### src/rtl/balance_pkg.sv
package balance_pkg;
  localparam int unsigned DefWinLen = 3;

  typedef struct packed {
    logic clear;
    logic shift;
  } winCtl_t;
endpackage

### src/rtl/balance_ctl.sv
module balance_ctl
  import balance_pkg::*;
(
  input  logic    clrIn,
  output winCtl_t ctlOut
);
  always_comb begin
    ctlOut.clear = clrIn;
    ctlOut.shift = !clrIn;
  end
endmodule

### src/rtl/balance_win.sv
module balance_win
  import balance_pkg::*;
#(
  parameter int unsigned WinLen = DefWinLen
) (
  input  logic              clk,
  input  winCtl_t           ctlIn,
  input  logic              dataIn,
  output logic [WinLen-1:0] winOut
);
  logic [WinLen-1:0] winQ;

  always_ff @(posedge clk) begin
    if (ctlIn.clear) begin
      winQ <= '0;
    end else if (ctlIn.shift) begin
      winQ <= {winQ[WinLen-2:0], dataIn};
    end
  end

  assign winOut = winQ;
endmodule

### src/rtl/balance_dec.sv
module balance_dec #(
  parameter int unsigned WinLen = 3,
  parameter int unsigned BalW   = $clog2(WinLen + 1) + 1
) (
  input  logic [WinLen-1:0] winIn,
  output logic [BalW-1:0]   balOut
);
  int onesCnt;

  always_comb begin
    onesCnt = 0;
    for (int i = 0; i < int'(WinLen); i++) begin
      onesCnt = onesCnt + int'(winIn[i]);
    end
    balOut = BalW'(2 * onesCnt - int'(WinLen));
  end
endmodule

### src/rtl/balance_top.sv
module balance_top
  import balance_pkg::*;
#(
  parameter int unsigned WinLen = DefWinLen,
  localparam int unsigned BalW  = $clog2(WinLen + 1) + 1
) (
  input  logic            clk,
  input  logic            clrIn,
  input  logic            dataIn,
  output logic [BalW-1:0] balOut
);
  winCtl_t           winCtl;
  logic [WinLen-1:0] winBits;

  balance_ctl uCtl (
    .clrIn (clrIn),
    .ctlOut(winCtl)
  );

  balance_win #(.WinLen(WinLen)) uWin (
    .clk   (clk),
    .ctlIn (winCtl),
    .dataIn(dataIn),
    .winOut(winBits)
  );

  balance_dec #(.WinLen(WinLen), .BalW(BalW)) uDec (
    .winIn (winBits),
    .balOut(balOut)
  );
endmodule

### config.mk
export PLATFORM = sky130hd
export DESIGN_NAME = balance_top
export DESIGN_NICKNAME = d
export VERILOG_FILES = /design/src/rtl/balance_pkg.sv /design/src/rtl/balance_ctl.sv /design/src/rtl/balance_win.sv /design/src/rtl/balance_dec.sv /design/src/rtl/balance_top.sv
export SDC_FILE = /design/constraint.sdc
export NUM_CORES = 1
export LEC_CHECK = 0
export BUFFER_PORTS_ARGS = -buffer_cell sky130_fd_sc_hd__clkbuf_2
export CELL_PAD_IN_SITES_DETAIL_PLACEMENT = 0
export CELL_PAD_IN_SITES_GLOBAL_PLACEMENT = 1
export CORE_AREA = 4 4 41 43
export DETAILED_ROUTE_END_ITERATION = 8
export DIE_AREA = 0 0 45 47
export MAX_ROUTING_LAYER = met4
export PLACE_DENSITY_LB_ADDON = 0.1
export SLEW_MARGIN = 20
export SYNTH_ARGS = -nofsm -noshare
export SYNTH_HDL_FRONTEND = slang
export SYNTH_SLANG_ARGS = --single-unit
export TNS_END_PERCENT = 50
### constraint.sdc
create_clock -name clk -period 2.8 [get_ports clk]
set_input_delay 0 -clock clk [delete_from_list [all_inputs] [get_ports clk]]
set_output_delay 0 -clock clk [all_outputs]
set_load 0.1 [all_outputs]
==> run_summary.xml <==
<?xml version="1.0" encoding="UTF-8"?>
<metrics>
  <group name="yosys">
    <metric name="yosys-top-cells-area" unit="">sky130_fd_sc_hd__dfxtp_1, sky130_fd_sc_hd__fa_1, sky130_fd_sc_hd__nor2b_1</metric>
    <metric name="yosys_warnings" unit="">0</metric>
    <metric name="ys_seq_area_share" unit="%">48.0</metric>
    <metric name="simple_gate_share_of_the_synthesized_area" unit="%">15.0</metric>
    <metric name="compound_gate_portion_of_the_synthesized_area" unit="%">0</metric>
    <metric name="synth_enable_flop_cells" unit="">0</metric>
    <metric name="mapped_nets" unit="">17</metric>
    <metric name="yosys-top-cells-count" unit="">sky130_fd_sc_hd__inv_1, sky130_fd_sc_hd__dfxtp_1, sky130_fd_sc_hd__nor2b_1</metric>
    <metric name="avgSynthCellArea" unit="um^2">9.62</metric>
    <metric name="postSynth.asyncResetShare" unit="%">0</metric>
    <metric name="synth_ff_type" unit="">sky130_fd_sc_hd__dfxtp_1</metric>
    <metric name="synth.distinct_cells" unit="">6</metric>
    <metric name="yosys.area_share.adder" unit="%">16.0</metric>
    <metric name="synth_seq_cells" unit="">3</metric>
    <metric name="post_synth_xor_area_fraction" unit="%">0</metric>
    <metric name="synth_area" unit="um^2">125</metric>
    <metric name="synth_top_family_by_area" unit="">buffers and inverters</metric>
    <metric name="yosysMostFrequentCell" unit="">sky130_fd_sc_hd__inv_1</metric>
    <metric name="synth_largest_area_cell" unit="">sky130_fd_sc_hd__dfxtp_1</metric>
    <metric name="synthMuxAreaShare" unit="%">0</metric>
    <metric name="yosysTopAreaCellShare" unit="%">48.0</metric>
    <metric name="netlist_instances" unit="">13</metric>
  </group>
  <group name="timing">
    <metric name="max_freq" unit="GHz">0.637</metric>
    <metric name="max-slew-margin-rel" unit="%">64.2</metric>
    <metric name="pins_over_their_slew_limit" unit="">0</metric>
    <metric name="period_share" unit="%">56.1</metric>
    <metric name="finalHoldViolations" unit="">0</metric>
    <metric name="report.final.setup_viol" unit="">0</metric>
    <metric name="period_minus_slack" unit="ps">1570</metric>
    <metric name="grt_setup_unrepaired" unit="">no</metric>
    <metric name="clock_skew" unit="ps">2.96</metric>
    <metric name="slew_worst_pin" unit="ps">540</metric>
    <metric name="setup_tns" unit="ps">0</metric>
  </group>
  <group name="global_route">
    <metric name="met1_usage" unit="%">2.05</metric>
    <metric name="first_pass_grt_wire_length" unit="um">351</metric>
    <metric name="maximum_number_of_pins_on_one_net_before_global_route_repair" unit="">4</metric>
    <metric name="grt_antenna_before_repair" unit="">0</metric>
    <metric name="overflow" unit="">0</metric>
    <metric name="first_global_vias" unit="">102</metric>
    <metric name="global_route.peak_usage_layer" unit="">met4</metric>
    <metric name="use_met3" unit="%">1.15</metric>
    <metric name="grt_use_total" unit="%">3.19</metric>
    <metric name="grt.met2_usage" unit="%">3.39</metric>
  </group>
  <group name="routing">
    <metric name="dr.pass1.iters" unit="">1</metric>
    <metric name="post-route-drc-count" unit="">0</metric>
    <metric name="antenna_violating_nets_post_route" unit="">0</metric>
    <metric name="drt-initial-drc-count" unit="">0</metric>
    <metric name="routed_wl" unit="um">223</metric>
    <metric name="vias" unit="">96</metric>
    <metric name="drt-vias-per-instance" unit="">2.59</metric>
    <metric name="detail_route.wl_per_cell" unit="um">6.03</metric>
  </group>
  <group name="clock_tree">
    <metric name="cts.repair.resized" unit="">0</metric>
    <metric name="count_of_h_tree_levels_built_during_cts" unit="">1</metric>
    <metric name="cts.repair_timing.setup_buffer_count" unit="">0</metric>
    <metric name="insertion_delay" unit="ps">230</metric>
    <metric name="cts_made_buffers" unit="">3</metric>
    <metric name="clock_pin_slew_of_the_registers_on_the_worst_case_setup_and_hold_paths" unit="ps">40</metric>
    <metric name="ctsRootBufferMaster" unit="">sky130_fd_sc_hd__clkbuf_4</metric>
    <metric name="cts-hold-fix-buffers" unit="">2</metric>
    <metric name="tritoncts" unit="">yes</metric>
    <metric name="clock_sink_count" unit="">3</metric>
    <metric name="max-clock-path-buffers" unit="">2</metric>
  </group>
  <group name="finish">
    <metric name="n_fill_cell" unit="">157</metric>
    <metric name="largest_register_ffs" unit="">3</metric>
    <metric name="fin_nets" unit="">27</metric>
    <metric name="insertedDiodeCount" unit="">0</metric>
    <metric name="syn2layout_area_growth" unit="%">62.0</metric>
    <metric name="final_core_util" unit="%">15.6</metric>
    <metric name="drive_gt1_share" unit="%">31.8</metric>
    <metric name="post_layout_nonfiller_instances" unit="">37</metric>
  </group>
  <group name="critical_path">
    <metric name="worst_setup_path_end_kind" unit="">output port</metric>
    <metric name="critPathLaunchType" unit="">flop</metric>
    <metric name="cpLargestDelayFamily" unit="">buffers and inverters</metric>
    <metric name="cp.arrival" unit="ps">1570</metric>
    <metric name="timing.critical_path.buf_inv" unit="">3</metric>
    <metric name="cpMaxStageDelayCell" unit="">sky130_fd_sc_hd__fa_1</metric>
    <metric name="timing.critical_path.fanout_max" unit="">2</metric>
    <metric name="cp_common_cell" unit="">sky130_fd_sc_hd__inv_1</metric>
    <metric name="cp_cell_sequence" unit="">inv_1, fa_1, inv_1, clkbuf_2</metric>
    <metric name="crit_required" unit="ps">2800</metric>
    <metric name="critPathKind" unit="">flop to output port</metric>
    <metric name="critical-path-max-stage-delay" unit="ps">460</metric>
  </group>
  <group name="power">
    <metric name="power.density" unit="mW/mm^2">751</metric>
    <metric name="power.static_leakage" unit="nW">0.0916</metric>
    <metric name="maximum_resistive_drop_on_vdd" unit="mV">0.173</metric>
  </group>
  <group name="floorplanning">
    <metric name="initial_utilization" unit="%">9.62</metric>
    <metric name="row_count" unit="">13</metric>
    <metric name="design.portCount" unit="">6</metric>
    <metric name="fp.coreArea" unit="mm^2">0.00130</metric>
    <metric name="die_y" unit="um">47</metric>
    <metric name="die_width" unit="um">45</metric>
    <metric name="area_enclosed_by_the_die_boundary" unit="mm^2">0.00212</metric>
  </group>
  <group name="flow_run">
    <metric name="cap_viol_max_count" unit="">0</metric>
  </group>
  <group name="place">
    <metric name="placed_cells_incl_taps" unit="">31</metric>
    <metric name="io_buffers" unit="">4</metric>
    <metric name="gpl.final_weighted_congestion" unit="">0.536</metric>
  </group>
  <group name="min_path">
    <metric name="hold_path_class" unit="">flop to flop</metric>
  </group>
  <group name="run_status">
    <metric name="outcome" unit="">complete, no violations</metric>
  </group>
</metrics>
## worst paths after layout
check | endpoint | start | cells past startpoint | slack [ps]
setup / recovery | balOut[1] | uWin.winOut[0]$_SDFF_PP0_ | 4 | 1230
setup reg to reg | uWin.winOut[2]$_SDFF_PP0_ | uWin.winOut[1]$_SDFF_PP0_ | 1 | 2270
hold reg to reg | uWin.winOut[1]$_SDFF_PP0_ | uWin.winOut[0]$_SDFF_PP0_ | 1 | 470
hold / removal | uWin.winOut[1]$_SDFF_PP0_ | uWin.winOut[0]$_SDFF_PP0_ | 1 | 470
## kinds of logic after synthesis
kind of cell / count (synthesis)
buffers and inverters: 5
AND/OR/NAND/NOR: 3
flip-flops: 3
adder cells (fa/ha/maj): 1
other: 1
## placed cells by master (no fill, tap or decap), drive strengths merged
master / instances
inv: 4
fa: 1
clkbuf: 8
dfxtp: 3
conb: 1
nor2b: 3
dlygate4sd3: 2
## report_power, final
part           internal (W)  switching (W)   total, W
Sequential        0.0000447    0.000000679  0.0000454
Combinational    0.00000604      0.0000252  0.0000312
Clock             0.0000534      0.0000222  0.0000756
Total              0.000104      0.0000480   0.000152
## through the flow
stage | area, um^2 | power [W] | hold WS [ps] | setup WS [ps]
after floorplan | 125 | 0.0000724 | 71.6 | 1390
after global placement | 156 | 0.0000753 | 203 | 1460
after detailed placement | 156 | 0.0000754 | 206 | 1470
after CTS | 203 | 0.000158 | 468 | 1200
after global routing | 203 | 0.000160 | 487 | 1140
final | 203 | 0.000152 | 465 | 1230
## routing by layer
layer  wire [um]  up-vias
met5           0        -
met4           0        0
met3          36        0
met2          97        6
met1          89       41
li1            -       49
## final cells by class
type	instances	area (um^2)	area share, %
sequential	3	60.1	29.6
multi-input combinational	5	42.5	21.0
timing repair buffer	6	40.0	19.8
clock buffer	4	26.3	13.0
tap	15	18.8	9.26
inverter	4	15.0	7.41
No activity file was read; power rests on OpenSTA's default activity.
